File: config.mk
export PLATFORM = sky130hd
export DESIGN_NAME = ecf_deser
export DESIGN_NICKNAME = d
export VERILOG_FILES = /design/src/rtl/ecf_pkg.sv /design/src/rtl/ecf_window.sv /design/src/rtl/ecf_align_fsm.sv /design/src/rtl/ecf_word_out.sv /design/src/rtl/ecf_deser.sv
export SDC_FILE = /design/constraint.sdc
export NUM_CORES = 1
export LEC_CHECK = 0
export BUFFER_PORTS_ARGS = -buffer_cell sky130_fd_sc_hd__clkbuf_2
export CAP_MARGIN = 20
export CORE_ASPECT_RATIO = 1.1
export CORE_MARGIN = 10
export CORE_UTILIZATION = 52
export CTS_CLUSTER_SIZE = 10
export DETAILED_ROUTE_END_ITERATION = 10
export PLACE_DENSITY = 0.77
export SLEW_MARGIN = 20
export SYNTH_ARGS = -nofsm -noshare
export SYNTH_HDL_FRONTEND = slang
export SYNTH_HIERARCHICAL = 1
export SYNTH_SLANG_ARGS = --single-unit
File: constraint.sdc
create_clock -name clk -period 2.4 [get_ports clk]
set_clock_uncertainty 0.15 [all_clocks]
set_input_delay 0.24 -clock clk [delete_from_list [all_inputs] [get_ports clk]]
set_output_delay 0.24 -clock clk [all_outputs]
set_load 0.01 [all_outputs]
File: src/rtl/ecf_pkg.sv
package ecf_pkg;
    typedef enum logic [1:0] {
        ST_OFF  = 2'd0,
        ST_HUNT = 2'd1,
        ST_LOCK = 2'd2
    } align_st_e;
endpackage

File: src/rtl/ecf_window.sv
// Serial bit window: shifts in valid bits, counts bit positions within the
// candidate frame and flags each completed frame with its embedded-bit check.
module ecf_window #(
    parameter int PAY_W = 10
) (
    input  logic             clk,
    input  logic             rst_n,
    input  logic             clr,
    input  logic             bit_in,
    input  logic             bit_vld,
    input  logic             slip,
    output logic             frm_done,
    output logic             frm_good,
    output logic             frm_sync,
    output logic [PAY_W-1:0] frm_pay
);
    localparam int FRM_W = PAY_W + 2;
    localparam int CNT_W = $clog2(FRM_W) + 1;
    localparam logic [CNT_W-1:0] LAST_POS = CNT_W'(FRM_W - 1);
    localparam logic [PAY_W-1:0] SYNC_PAY = PAY_W'((1 << (FRM_W / 2 - 1)) - 1);

    logic [FRM_W-1:0] sr_q;
    logic [FRM_W-1:0] sr_nxt;
    logic [CNT_W-1:0] pos_q;
    logic             take;

    // Newest bit enters at the top, so after a full frame bit 0 is the first bit.
    assign sr_nxt   = {bit_in, sr_q[FRM_W-1:1]};
    assign take     = bit_vld && !clr;
    assign frm_done = take && (pos_q == LAST_POS);
    assign frm_pay  = sr_nxt[FRM_W-2:1];
    assign frm_good = sr_nxt[0] && !sr_nxt[FRM_W-1];
    assign frm_sync = frm_good && (frm_pay == SYNC_PAY);

    always_ff @(posedge clk or negedge rst_n) begin
        if (!rst_n) begin
            sr_q  <= '0;
            pos_q <= '0;
        end else if (clr) begin
            sr_q  <= '0;
            pos_q <= '0;
        end else if (take) begin
            sr_q <= sr_nxt;
            if (pos_q == LAST_POS) begin
                // All-ones wraps to zero on the next bit: one extra bit of wait.
                pos_q <= slip ? '1 : '0;
            end else begin
                pos_q <= pos_q + 1'b1;
            end
        end
    end


    pos_range_chk: assert property (@(posedge clk) disable iff (!rst_n)
        (pos_q <= LAST_POS) || (pos_q == '1));


    idle_hold_chk: assert property (@(posedge clk) disable iff (!rst_n)
        (!bit_vld && !clr) |=> $stable(pos_q) && $stable(sr_q));
endmodule

File: src/rtl/ecf_align_fsm.sv
// Alignment control: hunts for a boundary, confirms it, and watches for loss.
module ecf_align_fsm
    import ecf_pkg::*;
#(
    parameter int ACQ_FRAMES  = 4,
    parameter int LOSS_FRAMES = 2
) (
    input  logic clk,
    input  logic rst_n,
    input  logic pwr_down,
    input  logic frm_done,
    input  logic frm_good,
    input  logic frm_sync,
    output logic slip,
    output logic emit,
    output logic drop,
    output logic locked
);
    localparam int ACQ_W  = $clog2(ACQ_FRAMES + 1);
    localparam int MISS_W = $clog2(LOSS_FRAMES + 1);
    localparam logic [ACQ_W-1:0]  ACQ_LAST  = ACQ_W'(ACQ_FRAMES - 1);
    localparam logic [MISS_W-1:0] MISS_LAST = MISS_W'(LOSS_FRAMES - 1);

    align_st_e         state_q, state_d;
    logic [ACQ_W-1:0]  acq_q, acq_d;
    logic [MISS_W-1:0] miss_q, miss_d;

    always_ff @(posedge clk or negedge rst_n) begin
        if (!rst_n) begin
            state_q <= ST_HUNT;
            acq_q   <= '0;
            miss_q  <= '0;
        end else begin
            state_q <= state_d;
            acq_q   <= acq_d;
            miss_q  <= miss_d;
        end
    end

    always_comb begin
        state_d = state_q;
        acq_d   = acq_q;
        miss_d  = miss_q;
        if (pwr_down) begin
            // POWER_DOWN
            state_d = ST_OFF;
            acq_d   = '0;
            miss_d  = '0;
        end else begin
            unique case (state_q)
                ST_OFF: begin
                    // WAKE
                    state_d = ST_HUNT;
                end
                ST_HUNT: begin
                    if (frm_done) begin
                        if (!frm_good) begin
                            // SLIP
                            acq_d = '0;
                        end else if (acq_q == ACQ_LAST) begin
                            // ACQUIRE
                            state_d = ST_LOCK;
                            acq_d   = '0;
                            miss_d  = '0;
                        end else begin
                            acq_d = acq_q + 1'b1;
                        end
                    end
                end
                ST_LOCK: begin
                    if (frm_done) begin
                        if (frm_good) begin
                            miss_d = '0;
                        end else if (miss_q == MISS_LAST) begin
                            // LOSE
                            state_d = ST_HUNT;
                            miss_d  = '0;
                            acq_d   = '0;
                        end else begin
                            // MISS
                            miss_d = miss_q + 1'b1;
                        end
                    end
                end
                default: begin
                    state_d = ST_HUNT;
                end
            endcase
        end
    end

    always_comb begin
        locked = (state_q == ST_LOCK);
        slip   = (state_q == ST_HUNT) && frm_done && !frm_good;
        emit   = (state_q == ST_LOCK) && frm_done && frm_good && !frm_sync;
        drop   = (state_q == ST_LOCK) && (state_d != ST_LOCK);
    end


    lock_rise_chk: assert property (@(posedge clk) disable iff (!rst_n)
        $rose(locked) |-> $past(frm_done && frm_good));


    lock_fall_chk: assert property (@(posedge clk) disable iff (!rst_n)
        $fell(locked) |-> $past(pwr_down || (frm_done && !frm_good)));


    pdn_unlock_chk: assert property (@(posedge clk) disable iff (!rst_n)
        pwr_down |=> !locked);
endmodule

File: src/rtl/ecf_word_out.sv
// Parallel output register: loads delivered payloads, zeroes on loss of lock.
module ecf_word_out #(
    parameter int PAY_W = 10
) (
    input  logic             clk,
    input  logic             rst_n,
    input  logic             emit,
    input  logic             drop,
    input  logic [PAY_W-1:0] pay_in,
    output logic [PAY_W-1:0] word_q,
    output logic             stb_q
);
    always_ff @(posedge clk or negedge rst_n) begin
        if (!rst_n) begin
            word_q <= '0;
            stb_q  <= 1'b0;
        end else begin
            stb_q <= emit;
            if (drop) begin
                word_q <= '0;
            end else if (emit) begin
                word_q <= pay_in;
            end
        end
    end
endmodule

File: src/rtl/ecf_deser.sv
module ecf_deser #(
    parameter int PAY_W       = 10,
    parameter int ACQ_FRAMES  = 4,
    parameter int LOSS_FRAMES = 2
) (
    input  logic             clk,
    input  logic             rst_n,
    input  logic             pwr_down,
    input  logic             ser_bit,
    input  logic             ser_valid,
    output logic [PAY_W-1:0] word_out,
    output logic             word_stb,
    output logic             lock
);
    logic             frm_done;
    logic             frm_good;
    logic             frm_sync;
    logic [PAY_W-1:0] frm_pay;
    logic             slip;
    logic             emit;
    logic             drop;

    ecf_window #(.PAY_W(PAY_W)) u_window (
        .clk      (clk),
        .rst_n    (rst_n),
        .clr      (pwr_down),
        .bit_in   (ser_bit),
        .bit_vld  (ser_valid),
        .slip     (slip),
        .frm_done (frm_done),
        .frm_good (frm_good),
        .frm_sync (frm_sync),
        .frm_pay  (frm_pay)
    );

    ecf_align_fsm #(.ACQ_FRAMES(ACQ_FRAMES), .LOSS_FRAMES(LOSS_FRAMES)) u_fsm (
        .clk      (clk),
        .rst_n    (rst_n),
        .pwr_down (pwr_down),
        .frm_done (frm_done),
        .frm_good (frm_good),
        .frm_sync (frm_sync),
        .slip     (slip),
        .emit     (emit),
        .drop     (drop),
        .locked   (lock)
    );

    ecf_word_out #(.PAY_W(PAY_W)) u_out (
        .clk    (clk),
        .rst_n  (rst_n),
        .emit   (emit),
        .drop   (drop),
        .pay_in (frm_pay),
        .word_q (word_out),
        .stb_q  (word_stb)
    );


    idle_out_chk: assert property (@(posedge clk) disable iff (!rst_n)
        !lock |-> (word_out == '0) && !word_stb);


    stb_single_chk: assert property (@(posedge clk) disable iff (!rst_n)
        word_stb |=> !word_stb);
endmodule

==> impl_metrics.tcl, run 1 <==
set metrics [dict create \
    detail_route.first_pass.iterations 6 \
    end_kind "flip-flop" \
    grt_max_degree 35 \
    antenna_found_initial 0 \
    r2r_slack_ps 90 \
    die_y_um 80.74 \
    vias_per_cell 5.822 \
    vias 1246 \
    die_w_um 75.22 \
    synth_common_cells "dfrtp_1, nor2_1, mux2i_1" \
    crit_end "u_out/word_q[6]" \
    worstMarginPinSlew_ps 827.2 \
    worst-path-max-fanout 10 \
    synthCells 164 \
    finalSetupTns_ps 0 \
    dieArea_um2 6073 \
    syn_avg_cell_area_um2 10.64 \
    rsz0062_at_grt "yes" \
    synthMostInstantiatedCell "dfrtp_1" \
    critPathRequiredTime_ps 2520 \
    p_leak_nw 0.9215 \
    ys_seq_area_share_pct 48.85 \
    dpl.hpwl_mm 2.486 \
    fin_crit_ps 2306 \
    routed_wl_mm 3.515 \
    core_um2 3276 \
    cts_made_buffers 5 \
    async_flop_share_pct 100.0 \
    finalCritPeriodShare_pct 96.09 \
    path_clk_slew_ps 110 \
    insertion_delay_ps 340 \
    synth_seq_cells 34 \
    yosysTopAreaCell "dfrtp_1" \
    syn-cell-area_um2 1744 \
    final_max_slew_viol_count 0 \
    wl_per_cell_um 16.43 \
    ant_nets 0 \
    rows 22 \
    start_util_pct 53.25 \
    ios 17 \
    place.gp.congestion 0.7516 \
    h-tree-depth 2 \
    ff2ff_path_depth 9 \
    dp_slack_ps 20.63 \
    maxCapViolCount 0 \
    ys_top_cells_by_area "dfrtp_1, mux2i_1, nor2_1, buf_4, ha_1" \
    drive_above_1_share_pct 23.60 \
    post-route-worst-setup-slack_ps 93.92 \
    critPathKind "flip-flop to flip-flop" \
    setup_viol 0 \
    nNetsFinal 186 \
    clock_sinks 34 \
    synth_edf_count 0 \
    hp-class "input pin to flip-flop" \
    power_density_nw_per_um2 514.5 \
    yosys_warnings 6 \
    drc 0 \
    drt-initial-drc-count 50 \
    cts_root_buf "clkbuf_4" \
    worstHoldPathCells 3 \
    r2r_start "u_window/pos_q[0]" \
    slew_headroom_pct 44.85 \
    clock_path_buffers 2 \
    syn_to_final_growth_pct 10.33 \
    cts_tree "done" \
    grt_overflow_total 0 \
    total_power_w 0.0009902 \
    n_antenna_cell 0 \
    hold_violations 0 \
    netlist.area_leader.share_pct 47.35 \
    grt_pass1_vias 1304 \
    critPathLaunch "u_window/pos_q[0]" \
    arrival_ps 2420 \
    startpoint_type "flip-flop" \
    grt_pass1_wl_mm 6.223 \
    r2r-end "u_out/word_q[6]" \
    track_usage_pct 13.18 \
    fmax_mhz 433.6 \
    io_buffers 16 \
    ir_drop_mv 0.3512 \
    run_status "finished clean" \
    synth.distinct_cells 38 \
    synth_flop_cell "dfrtp_1" \
    synth_fp_nets 173 \
]
## stage by stage
| stage | hold WS, ps | cells | utilization [%] | area (um2) |
|---|---|---|---|---|
| global placement | 223.7 | 205 | 55.39 | 1814 |
| floorplan | -205.6 | 164 | - | 1755 |
| global route | 39.21 | 214 | 58.75 | 1924 |
| CTS | 15.69 | 214 | 57.52 | 1884 |
| detailed placement | 239.3 | 205 | 55.39 | 1814 |
| finish | 39.62 | 214 | 58.75 | 1924 |
## critical path: stages (launching register included)
cell	delay [ps]
dfrtp_2	460
ha_4	190
nand4bb_4	120
nor3b_4	60
nor4bb_4	150
or3_1	340
a311oi_2	310
a31oi_1	120
buf_4	180
nor2_1	140
## cell type report
| type | count | area (um2) |
|---|---|---|
| clock buffers | 7 | 55.05 |
| clock inverters | 1 | 5.005 |
| fillers | 277 | 1351 |
| inverters | 3 | 11.26 |
| multi-input cells | 110 | 819.5 |
| flip-flops and latches | 34 | 853.3 |
| well taps | 36 | 45.04 |
| repair buffers | 23 | 135.1 |
## timing repair
| item | in CTS | in global routing |
|---|---|---|
| buffers inserted | 0 | 0 |
| hold buffers | 1 | 0 |
| endpoints found under the hold margin | 33 | 0 |
| setup endpoints to repair | 0 | 10 |
| resized for setup | 0 | 8 |
## registers in the layout (all words and copies together) (netlist names)
register,flops
u_fsm/miss_q,2
u_fsm/state_q,2
u_window/pos_q,5
u_fsm/acq_q,3
u_out/stb_q,1
u_window/sr_q,11
u_out/word_q,10
## power breakdown
| group | total, W | switching (W) | internal, W |
|---|---|---|---|
| clock network | 0.000332 | 0.000190 | 0.000142 |
| logic | 0.0000673 | 0.0000416 | 0.0000257 |
| registers | 0.000591 | 0.00000937 | 0.000582 |
## metal layers
layer | share of wire (%) | up-vias | global-route usage, %
li1 | - | 594 | -
met1 | 42 | 617 | 15.17
met2 | 52 | 30 | 21.89
met3 | 4.9 | 5 | 4.878
met4 | 1.3 | 0 | 4.833
met5 | 0 | - | 0
## layout by cell type, fill, tap and decap left out, types with 2 or more instances in the layout
cell and instances:
buf_4 6, nor2_2 2, ha_1 3, nor2_1 29, dfrtp_1 32, and3b_1 2, nor2b_1 5, mux2i_1 23
clkbuf_4 5, nand2_1 7, and3_1 2, nor3b_1 3, o21ai_0 3, nor4_1 3, clkbuf_2 16, and4_1 2
a21oi_1 3, inv_1 3
## logic make-up after synthesis
group	synth area share, %
buffers and inverters	7.318
adders and majority gates	2.870
AOI/OAI and AO/OA	4.950
muxes	13.20
DFF	48.85
and+or+nand+nor	22.81
## worst min path at each step
stage / start / to / slack [ps]
floorplan: rst_n / u_fsm/acq_q[0] / -210
global placement: rst_n / u_window/pos_q[1] / 220
detailed placement: rst_n / u_fsm/miss_q[0] / 240
CTS: ser_bit / u_window/sr_q[11] / 20
global route: ser_bit / u_window/sr_q[11] / 40
finish: ser_bit / u_window/sr_q[11] / 40
Note: power is estimated with default switching activity, not from simulation.
==> run 2, diff against run 1 <==
--- a/config.mk
+++ b/config.mk
@@ -13,6 +13,7 @@
 export CTS_CLUSTER_SIZE = 10
 export DETAILED_ROUTE_END_ITERATION = 10
 export PLACE_DENSITY = 0.77
+export SETUP_SLACK_MARGIN = 0.1
 export SLEW_MARGIN = 20
 export SYNTH_ARGS = -nofsm -noshare
 export SYNTH_HDL_FRONTEND = slang
==> run 2 against run 1 <==
  * Register-to-register slack better by 20 ps
  * First-iteration DRC count up 20%
  * Worst setup slack better by 19 ps
  * Utilization up 3.9 points
  * Hold slack worse by 9.5 ps
  * Clock power up 32%
  * Flip-flop and latch count unchanged
  * Non-clock buffer count up 7
  * Global-route usage up 0.46 points
  * Via count up 1.8%
  * Critical path type unchanged
  * Largest cell class is now multi-input combinational cells
  * Highest routed layer unchanged
==> impl_metrics.tcl, run 2 (synthesis gave the netlist of run 1 again) <==
set metrics [dict create \
    run_status "finished clean" \
    setup_viol 0 \
    multi_input_area_um2 872.1 \
    finalCritPeriodShare_pct 95.28 \
    placed_cells 205 \
    detail_route.first_pass.iterations 4 \
    vias_per_cell 5.768 \
    drt-initial-drc-count 60 \
    layout_common_cells "dfrtp_1, mux2i_1, nor2_1, clkbuf_2, buf_4" \
    die_y_um 80.74 \
    antenna_found_initial 0 \
    grt_max_degree 35 \
    drc 0 \
    hp-class "input pin to flip-flop" \
    drive_above_1_share_pct 31.52 \
    gr-usage-met2_pct 22.32 \
    worst-path-max-fanout 5 \
    arrival_ps 2420 \
    vias 1269 \
    final_max_slew_viol_count 0 \
    start_util_pct 53.25 \
    syn_to_final_growth_pct 17.58 \
    grt_pass1_vias 1340 \
    end_kind "flip-flop" \
    die_w_um 75.22 \
    rsz0062_at_grt "yes" \
    critPathKind "flip-flop to flip-flop" \
    track_usage_pct 13.64 \
    fmax_mhz 437.3 \
    hold_violations 0 \
    ios 17 \
    worstMarginPinSlew_ps 837.0 \
    hold_slack_ps 30.12 \
    place.gp.congestion 0.7534 \
    rows 22 \
    power_density_nw_per_um2 536.4 \
    layout_commonest_cell "dfrtp_1" \
    largest_reg_flops 11 \
    grtUsageMet1_pct 15.79 \
    layoutNonFillerInstCount 220 \
    slew_headroom_pct 44.20 \
    dpl.hpwl_mm 2.439 \
    grt_overflow_total 0 \
    routed_wl_mm 3.703 \
    nFillCells 271 \
    ir_drop_mv 0.3844 \
    core_um2 3276 \
    top_usage_layer "met2" \
    clock_path_buffers 2 \
    placed_cell_area_um2 1814 \
    grt_util_met3_pct 4.634 \
    critPathRequiredTime_ps 2530 \
    clock_sinks 34 \
    maxCapViolCount 0 \
    insertion_delay_ps 340 \
    dieArea_um2 6073 \
    reg_top3 "u_window/sr_q x11, u_out/word_q x10, u_window/pos_q x5" \
    startpoint_type "flip-flop" \
    seq_area_um2 853.3 \
    largest-register "u_window/sr_q" \
    fin_crit_ps 2287 \
    finalSetupTns_ps 0 \
    wl_per_cell_um 16.83 \
    n_antenna_cell 0 \
    nNetsFinal 193 \
    ant_nets 0 \
    p_leak_nw 0.9478 \
    cts_made_buffers 5 \
    stdcell_area_um2 2051 \
    h-tree-depth 2 \
    path_clk_slew_ps 100 \
    cts_tree "done" \
    io_buffers 16 \
    grt_pass1_wl_mm 6.451 \
    cts_root_buf "clkbuf_4" \
]
==> run 2: cell count changes in the layout (fill, tap and decap cells not counted), sizes merged <==
cell,previous run,this run
clkbuf,23,22
bufinv,0,1
clkinv,1,0
buf,6,13
==> run 2: worst max-delay path, stage by stage (launching register included) <==
cell       delay (ps)
dfrtp_1           440
ha_4              200
nand4bb_4         100
nor3b_4            50
nor4bb_4          140
or3_1             370
a311oi_2          310
a31oi_1           150
buf_4             210
nor2_2             90
==> run 2: area by class of cell <==
cell class | count | area share [%]
multi-input combinational | 110 | 42.53
sequential | 34 | 41.61
timing repair buffer | 30 | 9.152
clock buffer | 6 | 2.502
tap | 36 | 2.196
clock inverter | 1 | 1.464
inverter | 3 | 0.5491
==> run 2: power by group <==
part	leakage, nW	switching [W]	total [W]	internal [W]
combinational	0.437	0.0000437	0.0000726	0.0000289
sequential	0.467	0.00000870	0.000590	0.000581
clock	0.0443	0.000195	0.000437	0.000242
total	0.948	0.000247	0.00110	0.000853
==> run 2: path summary, 6_finish.rpt <==
path | slack, ps | endpoint | start | cells past startpoint
setup / recovery | 110 | u_out/word_q[9] | u_window/pos_q[1] | 9
hold reg to reg | 350 | u_window/pos_q[4] | u_window/pos_q[4] | 1
max in group asynchronous | 1150 | u_window/pos_q[2] | rst_n | 2
setup reg to reg | 110 | u_out/word_q[9] | u_window/pos_q[1] | 9
hold / removal | 30 | u_window/sr_q[11] | ser_bit | 3
min in group asynchronous | 370 | u_fsm/acq_q[1] | rst_n | 2
==> run 2: stage by stage <==
| stage | setup slack, ps | util (%) | power, W |
|---|---|---|---|
| detailed placement | 14.54 | 55.39 | 0.0006647 |
| global placement | 174.8 | 55.39 | 0.0006593 |
| CTS | 100.4 | 59.59 | 0.001106 |
| finish | 113.4 | 62.61 | 0.001100 |
| global route | 26.95 | 62.61 | 0.001144 |
| floorplan | 166.5 | - | 0.0006408 |
==> run 2: metal layers <==
metal,routed length [um],part of all wire [%],up-vias
met5,0,0,-
met2,1832,49,29
met4,80,2.2,0
li1,-,-,607
met3,206,5.6,7
met1,1584,43,626
==> run 2: what timing repair did <==
action / CTS / global route
hold buffers: 1 / 0
hold endpoints to repair: 33 / 0
endpoints found under the setup margin: 10 / 11
gates resized for setup: 6 / 19
gates cloned: 1 / 0
setup buffers: 1 / 5
pin swaps: 1 / 15
==> run 3, diff against run 2 <==
--- a/config.mk
+++ b/config.mk
@@ -17,5 +17,4 @@
 export SLEW_MARGIN = 20
 export SYNTH_ARGS = -nofsm -noshare
 export SYNTH_HDL_FRONTEND = slang
-export SYNTH_HIERARCHICAL = 1
 export SYNTH_SLANG_ARGS = --single-unit
==> constraint.sdc (replaced) <==
create_clock -name clk -period 2.1 [get_ports clk]
set_clock_uncertainty 0.15 [all_clocks]
set_input_delay 0.21 -clock clk [delete_from_list [all_inputs] [get_ports clk]]
set_output_delay 0.21 -clock clk [all_outputs]
set_load 0.01 [all_outputs]
==> run 3 against run 2 <==
  * Sequential share of layout area fell by 1.6 points
  * Critical path type unchanged
  * Critical path depth fell by 2
  * Largest power group unchanged
  * First-iteration DRC count fell by 12%
  * Utilization rose by 6.6 points
  * Die area fell by 2.4%
  * Final cell count fell by 0.45%
  * Highest routed layer unchanged
==> impl_metrics.tcl, run 3 <==
set metrics [dict create \
    synth_fp_nets 156 \
    dpl.hpwl_mm 2.531 \
    start_util_pct 54.90 \
    h-tree-depth 2 \
    path_clk_slew_ps 110 \
    track_usage_pct 13.96 \
    utilization_pct 69.23 \
    yosys_warnings 0 \
    max_stage_delay_ps 610 \
    grt_pass1_wl_mm 6.541 \
    io_buffers 16 \
    maxCapViolCount 0 \
    worst-path-max-fanout 5 \
    crit_chain "inv_2 > ha_4 > or3_4 > a221oi_4 > a21oi_2 > buf_6 > nor2_4" \
    r2r_start "u_fsm.state_q[0]" \
    worstMarginPinSlew_ps 819.4 \
    place.gp.congestion 0.8327 \
    slew_headroom_pct 45.37 \
    wl_per_cell_um 18.88 \
    syn_avg_cell_area_um2 11.48 \
    ff2ff_path_depth 7 \
    top_layer "met4" \
    fin_crit_ps 2086 \
    power_density_nw_per_um2 648.2 \
    netlist.area_leader.share_pct 48.93 \
    worstHoldPathCells 3 \
    grt_pass1_vias 1358 \
    grt_max_degree 35 \
    fmax_mhz 479.3 \
    wl_met3_um 173 \
    r2r-end "u_out.word_q[4]" \
    largest_reg_flops 11 \
    synthMostInstantiatedCell "dfrtp_1" \
    yosysTopAreaCell "dfrtp_1" \
    ys_seq_area_share_pct 50.48 \
    clock_path_buffers 2 \
    crit_slowest_cell "dfstp_2" \
    dieArea_um2 5927 \
    cts_tree "done" \
    r2r_slack_ps 10 \
    synth.distinct_cells 37 \
    drc 0 \
    hold_violations 0 \
    ios 17 \
    layout_commonest_cell "dfrtp_1" \
    nNetsFinal 193 \
    post-route-worst-setup-slack_ps 13.51 \
    wl_met2_mm 2.130 \
    layoutNonFillerInstCount 219 \
    arrival_ps 2220 \
    finalSetupTns_ps 0 \
    ys_top_cells_by_area "dfrtp_1, mux2i_1, nor2_1, ha_1, a221oi_4" \
    whs_endpoint "u_fsm.state_q[0]" \
    critPathKind "flip-flop to flip-flop" \
    ant_nets 0 \
    cts_root_buf "clkbuf_4" \
    wl_met1_mm 1.785 \
    layout_common_cells "dfrtp_1, mux2i_1, nor2_1, clkbuf_2, buf_4" \
    die_y_um 79.76 \
    p_leak_nw 1.021 \
    synth_flop_cell "dfrtp_1" \
    synth_common_cells "dfrtp_1, nor2_1, mux2i_1" \
    end_kind "flip-flop" \
    reg_top3 "u_window.sr_q x11, u_out.word_q x10, u_window.pos_q x5" \
    hold_slack_ps 156.0 \
    critPathRequiredTime_ps 2240 \
    cts_made_buffers 5 \
    drt-initial-drc-count 53 \
    final_max_slew_viol_count 0 \
    critPathTopFamily "flip-flops" \
    dp_slack_ps -31.76 \
    finalCritPeriodShare_pct 99.36 \
    cp_num_buf_inv 2 \
    clock_sinks 34 \
    placed_cells 197 \
    syn_to_final_growth_pct 26.09 \
    vias 1287 \
    ir_drop_mv 0.5085 \
    rows 21 \
    run_status "finished clean" \
    hp-class "input pin to flip-flop" \
    n_antenna_cell 0 \
    insertion_delay_ps 350 \
    largest-register "u_window.sr_q" \
    synth_edf_count 0 \
    startpoint_type "flip-flop" \
    vias_per_cell 5.877 \
    die_w_um 74.32 \
    rsz0062_at_grt "yes" \
    min_from "pwr_down" \
    synthCells 147 \
    routed_wl_mm 4.135 \
    core_um2 3074 \
    nFillCells 213 \
    setup_viol 0 \
    antenna_found_initial 0 \
    grt_overflow_total 0 \
    synth_seq_cells 34 \
    syn-cell-area_um2 1688 \
    detail_route.first_pass.iterations 4 \
    drive_above_1_share_pct 36.76 \
    async_flop_share_pct 100.0 \
]
==> run 3: logic make-up after synthesis <==
kind of cell	count (synthesis)	share of synthesized area (%)
compound gates	22	10.45
fa+ha+maj	4	2.965
buf+inv	9	3.113
flops	34	50.48
mux	24	14.38
simple gates	54	18.61
==> run 3: power breakdown <==
part | switching (W) | total (W) | leakage, nW | internal, W
clock network | 0.000240 | 0.000612 | 0.0554 | 0.000372
registers | 0.00000954 | 0.000672 | 0.469 | 0.000663
logic | 0.0000542 | 0.0000951 | 0.496 | 0.0000409
total | 0.000304 | 0.00138 | 1.02 | 0.00108
==> run 3: timing repair <==
item | 4_1_cts | 5_1_grt
cloned | 2 | 0
setup endpoints to repair | 11 | 13
hold buffers | 2 | 0
buffers inserted | 1 | 9
endpoints found under the hold margin | 34 | 0
pin swaps | 10 | 6
gates resized for setup | 18 | 7
==> run 3: stage by stage <==
step	power (W)	instance area, um2
3_5_place_dp	0.0007586	1809
6_report	0.001380	2128
2_1_floorplan	0.0007286	1690
4_1_cts	0.001364	2022
5_1_grt	0.001415	2128
3_3_place_gp	0.0007554	1809
==> run 3: routing by layer <==
| layer | global-route usage (%) | vias up |
|---|---|---|
| li1 | - | 597 |
| met1 | 16.22 | 653 |
| met2 | 23.98 | 33 |
| met3 | 4.104 | 4 |
| met4 | 4.212 | 0 |
| met5 | 0 | - |
==> run 3: how the worst max path moves through the flow <==
stage / slack, ps / startpoint / depth (start not counted) / end
floorplan: 140 / u_fsm.state_q[0] / 6 / u_fsm.acq_q[0]
global route: -40 / u_fsm.state_q[0] / 6 / u_fsm.acq_q[0]
global placement: 80 / u_fsm.state_q[0] / 6 / u_fsm.acq_q[0]
CTS: 70 / u_fsm.state_q[1] / 8 / u_out.word_q[4]
detailed placement: -30 / u_fsm.state_q[0] / 7 / u_out.word_q[2]
finish: 10 / u_fsm.state_q[0] / 7 / u_out.word_q[4]
==> run 3: area by class of cell <==
class / instances / area (um2) / share of cell area (%)
Multi-Input combinational cell: 105 / 888.4 / 41.74
Sequential cell: 34 / 852.1 / 40.04
Timing Repair Buffer: 33 / 220.2 / 10.35
Clock inverter: 3 / 68.82 / 3.233
Tap cell: 34 / 42.54 / 1.999
Clock buffer: 5 / 37.54 / 1.764
Inverter: 5 / 18.77 / 0.8818
==> run 3: worst reg2reg max path, cell delays in order, from the launching register on <==
cell and delay [ps]:
dfstp_2 610, inv_2 60, ha_4 210, or3_4 370, a221oi_4 240, a21oi_2 130
buf_6 170, nor2_4 80
